### src/rtl/brp_pkg.sv
package brp_pkg;
  typedef enum logic [1:0] {
    RS_NONE = 2'd0,
    RS_PRED = 2'd1,
    RS_FIX  = 2'd2
  } redir_src_e;
endpackage

### src/rtl/brp_target_gen.sv
module brp_target_gen #(
  parameter int ADDR_W     = 32,
  parameter int DISP_W     = 16,
  parameter int SHORT_W    = 8,
  parameter int INSN_BYTES = 2,
  parameter int ALIGN_LOG2 = 1
) (
  input  logic [ADDR_W-1:0] pc,
  input  logic [DISP_W-1:0] disp,
  input  logic              use_long,
  output logic [ADDR_W-1:0] target,
  output logic              backward
);
  localparam logic [ADDR_W-1:0] STEP = ADDR_W'(INSN_BYTES);

  function automatic logic [ADDR_W-1:0] sext_short(input logic [DISP_W-1:0] d);
    return {{(ADDR_W-SHORT_W){d[SHORT_W-1]}}, d[SHORT_W-1:0]};
  endfunction

  function automatic logic [ADDR_W-1:0] sext_long(input logic [DISP_W-1:0] d);
    return {{(ADDR_W-DISP_W){d[DISP_W-1]}}, d};
  endfunction

  logic [ADDR_W-1:0] offset;
  logic [ADDR_W-1:0] raw_sum;

  assign offset   = use_long ? sext_long(disp) : sext_short(disp);
  assign backward = offset[ADDR_W-1];
  assign raw_sum  = pc + STEP + offset;

  generate
    if (ALIGN_LOG2 > 0) begin : g_align
      assign target = {raw_sum[ADDR_W-1:ALIGN_LOG2], {ALIGN_LOG2{1'b0}}};
    end else begin : g_noalign
      assign target = raw_sum;
    end
  endgenerate
endmodule

### src/rtl/brp_dir_rule.sv
module brp_dir_rule (
  input  logic uncond,
  input  logic backward,
  input  logic fwd_ctl,
  output logic take
);
  logic cond_take;
  assign cond_take = backward ? 1'b1 : fwd_ctl;
  assign take      = uncond | cond_take;
endmodule

### src/rtl/brp_redir_arb.sv
module brp_redir_arb
  import brp_pkg::*;
#(
  parameter int ADDR_W     = 32,
  parameter int ALIGN_LOG2 = 1
) (
  input  logic              clk,
  input  logic              rst_n,
  input  logic              pred_fire,
  input  logic [ADDR_W-1:0] pred_addr,
  input  logic              fix_fire,
  input  logic [ADDR_W-1:0] fix_addr,
  output logic              redir_vld,
  output logic [ADDR_W-1:0] redir_addr,
  output logic              flush_younger
);
  logic       take_fix;
  logic       take_pred;
  redir_src_e src_d, src_q;

  assign take_fix  = fix_fire;
  assign take_pred = pred_fire & ~fix_fire;

  always_comb begin
    if (take_fix)       src_d = RS_FIX;
    else if (take_pred) src_d = RS_PRED;
    else                src_d = RS_NONE;
  end

  always_ff @(posedge clk) begin
    if (!rst_n) begin
      src_q         <= RS_NONE;
      redir_vld     <= 1'b0;
      flush_younger <= 1'b0;
      redir_addr    <= '0;
    end else begin
      src_q         <= src_d;
      redir_vld     <= (src_d != RS_NONE);
      flush_younger <= (src_d == RS_FIX);
      if (src_d == RS_FIX)       redir_addr <= fix_addr;
      else if (src_d == RS_PRED) redir_addr <= pred_addr;
    end
  end

  p_flush_has_redir_r9: assert property (@(posedge clk) disable iff (!rst_n)
    flush_younger |-> redir_vld);

  p_fix_wins_r10: assert property (@(posedge clk) disable iff (!rst_n)
    take_fix |=> (flush_younger && redir_addr == $past(fix_addr)));

  p_pred_no_flush_r12: assert property (@(posedge clk) disable iff (!rst_n)
    take_pred |=> (redir_vld && !flush_younger && redir_addr == $past(pred_addr)));

  p_quiet_r11: assert property (@(posedge clk) disable iff (!rst_n)
    (!take_fix && !take_pred) |=> (!redir_vld && !flush_younger));

  generate
    if (ALIGN_LOG2 > 0) begin : g_align_chk
      p_pred_aligned_r3: assert property (@(posedge clk) disable iff (!rst_n)
        (src_q == RS_PRED) |-> (redir_addr[ALIGN_LOG2-1:0] == '0));
    end
  endgenerate
endmodule

### src/rtl/brpred_redirect.sv
module brpred_redirect #(
  parameter int ADDR_W     = 32,
  parameter int DISP_W     = 16,
  parameter int SHORT_W    = 8,
  parameter int INSN_BYTES = 2,
  parameter int ALIGN_LOG2 = 1
) (
  input  logic              clk,
  input  logic              rst_n,
  input  logic              br_vld,
  input  logic              br_uncond,
  input  logic              br_long,
  input  logic [ADDR_W-1:0] br_pc,
  input  logic [DISP_W-1:0] br_disp,
  input  logic              fwd_pred_taken,
  input  logic              rslv_vld,
  input  logic              rslv_mispred,
  input  logic              rslv_taken,
  input  logic [ADDR_W-1:0] rslv_target,
  input  logic [ADDR_W-1:0] rslv_next,
  output logic              redir_vld,
  output logic [ADDR_W-1:0] redir_addr,
  output logic              flush_younger
);
  logic [ADDR_W-1:0] tgt_addr;
  logic              is_backward;
  logic              pred_take;
  logic              pred_fire;
  logic              fix_fire;
  logic [ADDR_W-1:0] fix_addr;

  brp_target_gen #(
    .ADDR_W(ADDR_W), .DISP_W(DISP_W), .SHORT_W(SHORT_W),
    .INSN_BYTES(INSN_BYTES), .ALIGN_LOG2(ALIGN_LOG2)
  ) u_tgt (
    .pc(br_pc), .disp(br_disp), .use_long(br_long),
    .target(tgt_addr), .backward(is_backward)
  );

  brp_dir_rule u_dir (
    .uncond(br_uncond), .backward(is_backward),
    .fwd_ctl(fwd_pred_taken), .take(pred_take)
  );

  assign pred_fire = br_vld & pred_take;
  assign fix_fire  = rslv_vld & rslv_mispred;
  assign fix_addr  = rslv_taken ? rslv_target : rslv_next;

  brp_redir_arb #(.ADDR_W(ADDR_W), .ALIGN_LOG2(ALIGN_LOG2)) u_arb (
    .clk(clk), .rst_n(rst_n),
    .pred_fire(pred_fire), .pred_addr(tgt_addr),
    .fix_fire(fix_fire), .fix_addr(fix_addr),
    .redir_vld(redir_vld), .redir_addr(redir_addr),
    .flush_younger(flush_younger)
  );

  p_uncond_redirect_r2: assert property (@(posedge clk) disable iff (!rst_n)
    (br_vld && br_uncond && !fix_fire) |=> (redir_vld && redir_addr == $past(tgt_addr)));

  p_backward_taken_r5: assert property (@(posedge clk) disable iff (!rst_n)
    (br_vld && is_backward && !fix_fire) |=> redir_vld);

  p_fwd_clear_quiet_r6: assert property (@(posedge clk) disable iff (!rst_n)
    (br_vld && !br_uncond && !is_backward && !fwd_pred_taken && !fix_fire) |=> !redir_vld);

  p_strobe_single_r2: assert property (@(posedge clk) disable iff (!rst_n)
    (!br_vld && !fix_fire) |=> !redir_vld);
endmodule

### config.mk
export PLATFORM = sky130hd
export DESIGN_NAME = brpred_redirect
export DESIGN_NICKNAME = d
export VERILOG_FILES = /design/src/rtl/brp_pkg.sv /design/src/rtl/brp_target_gen.sv /design/src/rtl/brp_dir_rule.sv /design/src/rtl/brp_redir_arb.sv /design/src/rtl/brpred_redirect.sv
export SDC_FILE = /design/constraint.sdc
export NUM_CORES = 1
export LEC_CHECK = 0
export BUFFER_PORTS_ARGS = -buffer_cell sky130_fd_sc_hd__buf_2
export CAP_MARGIN = 30
export CORE_UTILIZATION = 40
export CTS_CLUSTER_SIZE = 14
export DETAILED_ROUTE_END_ITERATION = 8
export PLACE_DENSITY = 0.66
export SKIP_CTS_REPAIR_TIMING = 1
export SLEW_MARGIN = 25
export SYNTH_ARGS = -nofsm -noshare
export SYNTH_HDL_FRONTEND = slang
export SYNTH_SLANG_ARGS = --single-unit
### constraint.sdc
create_clock -name clk -period 9.7 [get_ports clk]
set_input_delay 1.94 -clock clk [delete_from_list [all_inputs] [get_ports clk]]
set_output_delay 1.94 -clock clk [all_outputs]
set_load 0.02 [all_outputs]
Yosys cells after proc, flatten, opt, wreduce, memory -nomap -nowiden

Index checks and enable logic that the tools add are counted.

Register bits: 34
Bits of input ports: 121
Output and inout bits: 34
Word-level logic and storage cells: 21

$add $sub $neg: 2
Eq/ne operators: 2
Mux-type cells: 7
Bitwise logic cells: 5
Reduce and logical (&&, ||, !) cells: 2

Operators with widths:

| cell                                                                   | number |
|---|---|
| 32-bit 2-to-1 mux                                                      | 4 |
| 32-bit by 2-bit adder with 32-bit output (second input constant)       | 1 |
| 32-bit adder                                                           | 1 |
| 2-bit nonzero test                                                     | 2 |
| 1-bit AND                                                              | 3 |
| 2-bit by 1-bit equality test with 1-bit output (second input constant) | 1 |
| 2-bit equality test (second input constant)                            | 1 |
| 1-bit 2-to-1 mux                                                       | 2 |
| 2-bit 2-to-1 mux                                                       | 1 |
| 1-bit inverter                                                         | 1 |
| 1-bit OR                                                               | 1 |

Depth between registers and ports, before layout

Gate-level depths: netlist of run 1.

Depth after elaboration: 10
Mapped depth: 15
Mapped depth without buffers: 14

Modules after synthesis

Synthesis of run 1 repeated with hierarchy kept, for this count alone.

Cells, all modules: 458
Area total of the unflattened synthesis: 4463.0 um^2

By module, submodules not included:

| module          | instances | cells an instance | area an instance (um^2) | seq. area each (um^2) |
|---|---|---|---|---|
| brp_target_gen  | 1         | 272               | 2094.5                  | 0.0 |
| brp_redir_arb   | 1         | 147               | 1805.5                  | 680.7 |
| brpred_redirect | 1         | 38                | 556.8                   | 0.0 |
| brp_dir_rule    | 1         | 1                 | 6.3                     | 0.0 |

Least setup slack after synthesis of run 1

Ideal clock, no wire load.

Kind: input -> register
Start point: in br_long
End point: reg u_arb.redir_addr[29]
Setup time: 0.062 ns
Arrival time: 5.035 ns
Data required time: 9.638 ns
Path slack: 4.603 ns
Stages: 13
Path buffers: 3
Path through: buf_2 > nand2b_1 > buf_2 > nand2_1 > ha_1 > ha_1 > clkbuf_2 > nand4_1 > or4_1 > o211ai_2 > a31oi_1 > or4b_1 > nand3_1

Longest elaborated chain between the ends: 9
Elaborated cells on any way between the ends: 13
Those cells by class: add/sub: 1; eq/ne: 2; mux: 6; bitwise: 3; reduce/logical: 1

RTL lines:

| element                                                              | RTL line              | source |
|---|---|---|
| start, declared                                                      | brpred_redirect.sv:12 | `input logic br_long,` |
| 32-bit 2-to-1 mux *                                                  | brp_target_gen.sv:27  | `assign offset = use_long ? sext_long(disp) : sext_short(disp);` |
| parallel branches: the longest is 8 deep, another holds 32-bit adder | -                     |  |
| end signal, assigned                                                 | brp_redir_arb.sv:40   | `if (src_d == RS_FIX) redir_addr <= fix_addr;` |
| end signal, assigned                                                 | brp_redir_arb.sv:41   | `else if (src_d == RS_PRED) redir_addr <= pred_addr;` |
| end, declared                                                        | brp_redir_arb.sv:14   | `output logic [ADDR_W-1:0] redir_addr,` |

Mark *: on every way between the ends. The select of a mux whose other input is x is not followed.
A chain may end at the register's enable or synchronous reset.

Final worst setup path of run 1

Start point: in br_long
End point: reg u_arb.redir_addr[30]

The elaborated chain is that of the path after synthesis.

==> results of run 1 <==
## power groups by stage
stage	clock network, mW	registers (mW)	logic, mW
5_1_grt	0.168	0.167	0.352
4_1_cts	0.164	0.166	0.316
2_1_floorplan	0	0.188	0.199
3_3_place_gp	0	0.168	0.310
3_5_place_dp	0	0.169	0.313
6_report	0.160	0.166	0.316
## metal layers
metal  global-route usage  vias up  routed length, um  part of all wire
met5                    0        -                  0                 0
met4               0.0524        0                112            0.0097
met3               0.0132        8                625             0.054
met2                0.386      140               5320              0.46
met1                0.315     1886               5490              0.48
li1                     -     2104                  -                 -
## state kept, by name, indices dropped and copies added, names as in the netlist
name	count
u_arb.redir_addr	32
u_arb.flush_younger	1
u_arb.redir_vld	1
## cell families (layout without fill, tap and decap cells)
family / Yosys count / in the layout / share of synthesized area
mux: 34 / 34 / 0.0911
simple gates: 150 / 150 / 0.190
fa+ha+maj: 61 / 61 / 0.199
buf+inv: 42 / 178 / 0.0449
flops: 34 / 34 / 0.176
compound gates: 149 / 149 / 0.261
xor+xnor: 17 / 17 / 0.0384
## worst max path at each step
| stage | to | slack, ps | depth (start not counted) |
|---|---|---|---|
| 5_1_grt | u_arb.redir_addr[31] | 4040 | 12 |
| 3_5_place_dp | u_arb.redir_addr[30] | 4100 | 13 |
| 6_report | u_arb.redir_addr[30] | 4370 | 13 |
| 3_3_place_gp | u_arb.redir_addr[29] | 4190 | 11 |
| 4_1_cts | u_arb.redir_addr[30] | 4370 | 13 |
| 2_1_floorplan | u_arb.redir_addr[29] | 4600 | 13 |
## worst register-to-register path: stages (launching register included)
cell	delay (ps)
dfxtp_1	340
o211ai_1	330
nor4b_1	100
a211oi_1	250
nand3_1	100
## cell usage in the layout, fill, tap and decap left out, types with 12 or more instances in the layout
cell      netlist  layout
a21oi_1        37      37
o21ai_0        22      22
a211oi_1       17      17
a31oi_1        14      14
dfxtp_1        34      34
a21o_1         15      15
ha_1           60      60
mux2i_1        24      24
nor2_1         24      24
inv_1          12      12
buf_2           5     154
nand2_1        61      61
## through the flow
stage	std cells	setup slack, ps	hold slack (ps)
6_report	752	4370	475
5_1_grt	752	4040	486
4_1_cts	752	4370	476
3_5_place_dp	744	4100	465
3_3_place_gp	744	4190	455
2_1_floorplan	487	4600	546
## area by class of cell
class                   count  share of cell area
well taps                 129              0.0332
clock buffers               5              0.0142
clock inverters             3              0.0142
flip-flops and latches     34               0.140
inverters                  12             0.00928
repair buffers            158               0.165
multi-input cells         411               0.624
==> flow_metrics.py, run 1 <==
metrics = {
    "placed_design": {
        "hpwl_mm": 9.25,
        "place_area_um2": 4720,
        "portBuffers": 154,
        "routabilityCongestion": 0.896,
    },
    "floorplanning": {
        "die-area_um2": 10100,
        "core-area_um2": 9330,
        "io-pin-count": 155,
        "rows": 35,
        "initial_core_util": 0.415,
        "die_w_um": 100,
        "die_y_um": 100,
    },
    "sta": {
        "drv_slew": 0,
        "timing.final.crit_share": 0.550,
        "setup_viol": 0,
        "rsz0062_at_grt": "false",
        "fmax_ghz": 0.188,
        "relSlewSlack": 0.429,
        "tightest_slew_ps": 857,
        "hold_violations": 0,
        "fin_setup_tns_ps": 0,
        "period_needed_ps": 5330,
        "clock_skew_ps": 0,
    },
    "global_routing": {
        "antenna_found_initial": 0,
        "grt_usage": 0.227,
        "grt_pass1_vias": 3881,
        "grt_max_degree": 46,
        "grt_pass1_wl_mm": 18.4,
        "overflow": 0,
    },
    "logic_synthesis": {
        "yosysWarningCount": 0,
        "synth_cells": 487,
        "synth.distinct_cells": 61,
        "yosysMostFrequentCell": "nand2_1",
        "synth_seq_cells": 34,
        "synth_top_area_frac": 0.194,
        "ys_seq_area_frac": 0.176,
        "synth_commonest_cells": "nand2_1, ha_1, a21oi_1",
        "synth_fp_nets": 669,
        "yosys.area.top_type": "ha_1",
        "synth_edf_count": 0,
        "syn_area_um2": 3870,
        "async_flop_share": 0,
        "syn_area_per_cell_um2": 7.96,
        "ys.flop_type": "dfxtp_1",
        "synth_area_leaders": "ha_1, dfxtp_1, mux2i_1",
    },
    "clocking": {
        "cts_buffers": 5,
        "cts_tree": "done",
        "clk_path_buf_depth": 2,
        "clkLatencyLatePin_ps": 280,
        "clkSlewWorstSetupHoldPaths_ps": 70,
        "h-tree-depth": 2,
        "clock-sinks": 34,
        "cts-root-buf": "clkbuf_8",
    },
    "power": {
        "fin_total_pwr_mw": 0.642,
        "power_frac_seq": 0.258,
        "p_sw_mw": 0.252,
        "comb_power_share": 0.492,
        "power_density_nw_per_um2": 132,
        "cell_internal_pwr_mw": 0.390,
        "clkPwrFrac": 0.250,
        "ir_worst_vdd_v": 0.0000766,
        "switching_share": 0.393,
        "leakage_nw": 2.44,
    },
    "cells_and_area": {
        "nNetsFinal": 804,
        "fin_util": 0.520,
        "fill_cells": 937,
        "design_area_um2": 4850,
        "drive_gt1_frac": 0.302,
        "diodes": 0,
        "area.growth.synth_to_final_pct": 25.3,
        "multi_input_area_um2": 3030,
        "seqCellArea_um2": 681,
    },
    "setup_path": {
        "r2r_setup_slack_ps": 8480,
        "startpoint": "br_long",
        "path_cells": "buf_2 > nand2b_1 > nand2_1 > ha_1 > ha_1 > nand4_1 > or2_1 > nor3b_1 > nor3b_1 > o21a_1 > o31ai_2 > mux2i_1 > nor3_1",
        "cp_max_fo": 19,
        "r2r_cells": 4,
        "slowest_stage": "nand2_1",
        "r2r-end": "u_arb.redir_addr[29]",
        "cpPeakStageDelay_ps": 520,
        "cp_data_required_time_ps": 9880,
        "critPathLaunchType": "input port",
        "crit_arrival_ps": 5510,
        "reg2reg_from": "u_arb.redir_addr[29]",
        "path_buf_inv": 1,
        "endpoint_kind": "flop",
        "path_delay_family": "simple AND/OR/NAND/NOR gates",
        "worstSetupPathType": "input port to flop",
    },
    "min_path": {
        "hold_path_class": "flop to flop",
        "holdCritStartpoint": "u_arb.redir_addr[9]",
        "min_path_cells": 2,
        "min_to": "u_arb.redir_addr[9]",
    },
    "outcome": {
        "status": "completed",
    },
    "detailed_routing": {
        "vias": 4138,
        "drt_first_pass_iters": 5,
        "viasPerCell": 5.50,
        "drc": 0,
        "drt_iter0_drc": 186,
        "wire_per_inst_um": 15.4,
        "drtAntennaViolNets": 0,
        "totalWireLength_mm": 11.5,
    },
    "job": {
        "max_cap_viol_count": 0,
    },
}
Power figures use the tool's default switching activity.
==> run 2, diff against run 1 <==
- clock period: 9.7 -> 5.4 ns (I/O delays scaled with it)
==> run 2 against run 1 <==
Effect of this change:
- global-route usage is 0.25 points higher
- worst hold slack better by 2.4 ps
- register-to-register slack lost 4300 ps
- cell count unchanged
- count of clock-buffer cells in the layout unchanged
- largest power group unchanged
==> flow_metrics.py, run 2 (synthesis gave the netlist of run 1 again) <==
metrics = {
    "detailed_routing": {
        "drc": 0,
        "vias": 4109,
        "drt_iter0_drc": 204,
        "wire_per_inst_um": 15.3,
        "drt_first_pass_iters": 4,
        "totalWireLength_mm": 11.5,
        "drtAntennaViolNets": 0,
        "viasPerCell": 5.46,
    },
    "floorplanning": {
        "die-area_um2": 10100,
        "initial_core_util": 0.415,
        "core-area_um2": 9330,
        "rows": 35,
        "die_w_um": 100,
        "io-pin-count": 155,
        "die_y_um": 100,
    },
    "setup_path": {
        "cpPeakStageDelay_ps": 520,
        "endpoint_kind": "flop",
        "r2r_cells": 4,
        "reg2reg_from": "u_arb.redir_addr[29]",
        "path_cells": "buf_2 > nand2b_1 > nand2_1 > ha_1 > ha_1 > a21oi_1 > o21ai_0 > a221oi_1 > o211ai_2 > a21oi_1 > mux2_2 > nor3_1",
        "crit_arrival_ps": 4730,
        "slowest_stage": "nand2_1",
        "critPathLaunchType": "input port",
        "worstSetupPathType": "input port to flop",
        "cp_max_fo": 19,
        "r2r_setup_slack_ps": 4210,
        "r2r-end": "u_arb.redir_addr[29]",
        "cp_data_required_time_ps": 5610,
    },
    "sta": {
        "hold_violations": 0,
        "tightest_slew_ps": 878,
        "setup_viol": 0,
        "fmax_ghz": 0.221,
        "period_needed_ps": 4520,
        "rsz0062_at_grt": "false",
        "drv_slew": 0,
        "relSlewSlack": 0.415,
        "clock_skew_ps": 0,
        "timing.final.crit_share": 0.837,
        "fin_setup_tns_ps": 0,
    },
    "power": {
        "comb_power_share": 0.495,
        "power_density_nw_per_um2": 238,
        "leakage_nw": 2.45,
        "switching_share": 0.395,
        "power_frac_seq": 0.256,
        "ir_worst_vdd_v": 0.000103,
        "p_sw_mw": 0.458,
        "cell_internal_pwr_mw": 0.700,
        "clkPwrFrac": 0.249,
    },
    "clocking": {
        "clkSlewWorstSetupHoldPaths_ps": 80,
        "clk_path_buf_depth": 2,
        "cts_tree": "done",
        "clkLatencyLatePin_ps": 290,
        "cts-root-buf": "clkbuf_8",
        "cts_buffers": 5,
        "clock-sinks": 34,
        "h-tree-depth": 2,
    },
    "cells_and_area": {
        "top_regs": "u_arb.redir_addr (32), u_arb.flush_younger (1), u_arb.redir_vld (1)",
        "diodes": 0,
        "fill_cells": 947,
        "design_area_um2": 4860,
        "nNetsFinal": 804,
        "top_register": "u_arb.redir_addr",
        "largest_register_ffs": 32,
        "final_cell_mix": "buf_2, nand2_1, ha_1, a21oi_1, dfxtp_1",
        "area.growth.synth_to_final_pct": 25.5,
        "drive_gt1_frac": 0.302,
        "mostFrequentLayoutCell": "buf_2",
    },
    "global_routing": {
        "overflow": 0,
        "antenna_found_initial": 0,
        "grt_max_degree": 46,
        "grt_pass1_vias": 3881,
        "grt_usage": 0.230,
        "grt_pass1_wl_mm": 18.7,
    },
    "job": {
        "max_cap_viol_count": 0,
    },
    "min_path": {
        "min_path_cells": 2,
        "holdCritStartpoint": "u_arb.redir_addr[9]",
        "min_to": "u_arb.redir_addr[9]",
        "hold_path_class": "flop to flop",
    },
    "placed_design": {
        "routabilityCongestion": 0.920,
        "portBuffers": 154,
        "hpwl_mm": 9.21,
        "place_area_um2": 4720,
    },
    "outcome": {
        "status": "completed",
    },
}
==> run 2: worst max-delay path, delay by kind of cell <==
kind,cells,cell delay (ps)
adders and majority gates,2,920
and+or+nand+nor,3,990
AOI/OAI and AO/OA,5,1230
muxes,1,350
buffers and inverters,1,160
==> run 2: per-layer routing <==
layer | vias to the layer above | wire, um | track usage
li1 | 2096 | - | -
met1 | 1855 | 5500 | 0.315
met2 | 144 | 5200 | 0.384
met3 | 14 | 691 | 0.0265
met4 | 0 | 136 | 0.0546
met5 | - | 0 | 0
==> run 2: worst max-delay path by stage <==
| stage | start | end | slack [ps] | depth (start not counted) |
|---|---|---|---|---|
| 2_1_floorplan | br_long | u_arb.redir_addr[29] | 1160 | 13 |
| 3_3_place_gp | br_long | u_arb.redir_addr[29] | 740 | 11 |
| 3_5_place_dp | br_long | u_arb.redir_addr[29] | 620 | 11 |
| 4_1_cts | br_long | u_arb.redir_addr[31] | 910 | 12 |
| 5_1_grt | br_long | u_arb.redir_addr[31] | 420 | 12 |
| 6_report | br_long | u_arb.redir_addr[31] | 880 | 12 |
==> run 2: power groups by stage <==
stage / Sequential, mW / Clock [mW] / Combinational [mW]
final: 0.297 / 0.288 / 0.573
after CTS: 0.297 / 0.292 / 0.569
after global routing: 0.300 / 0.301 / 0.636
after global placement: 0.302 / 0 / 0.558
after detailed placement: 0.303 / 0 / 0.565
after floorplan: 0.338 / 0 / 0.357
==> run 2: metrics by stage <==
step | power, mW | hold slack (ps) | setup WS [ps] | std cells | utilization
2_1_floorplan | 0.695 | 546 | 1160 | 487 | -
3_3_place_gp | 0.860 | 455 | 742 | 743 | 0.505
3_5_place_dp | 0.868 | 468 | 617 | 744 | 0.507
4_1_cts | 1.16 | 479 | 908 | 752 | 0.521
5_1_grt | 1.24 | 494 | 421 | 752 | 0.521
6_report | 1.16 | 477 | 879 | 752 | 0.521
==> run 2: layout make-up <==
cell class,instances,area (um2),area share
clock buffers,5,68.8,0.0142
flip-flops and latches,34,681,0.140
well taps,129,161,0.0332
clock inverters,3,68.8,0.0142
inverters,12,45.0,0.00926
repair buffers,158,808,0.166
multi-input cells,411,3030,0.623
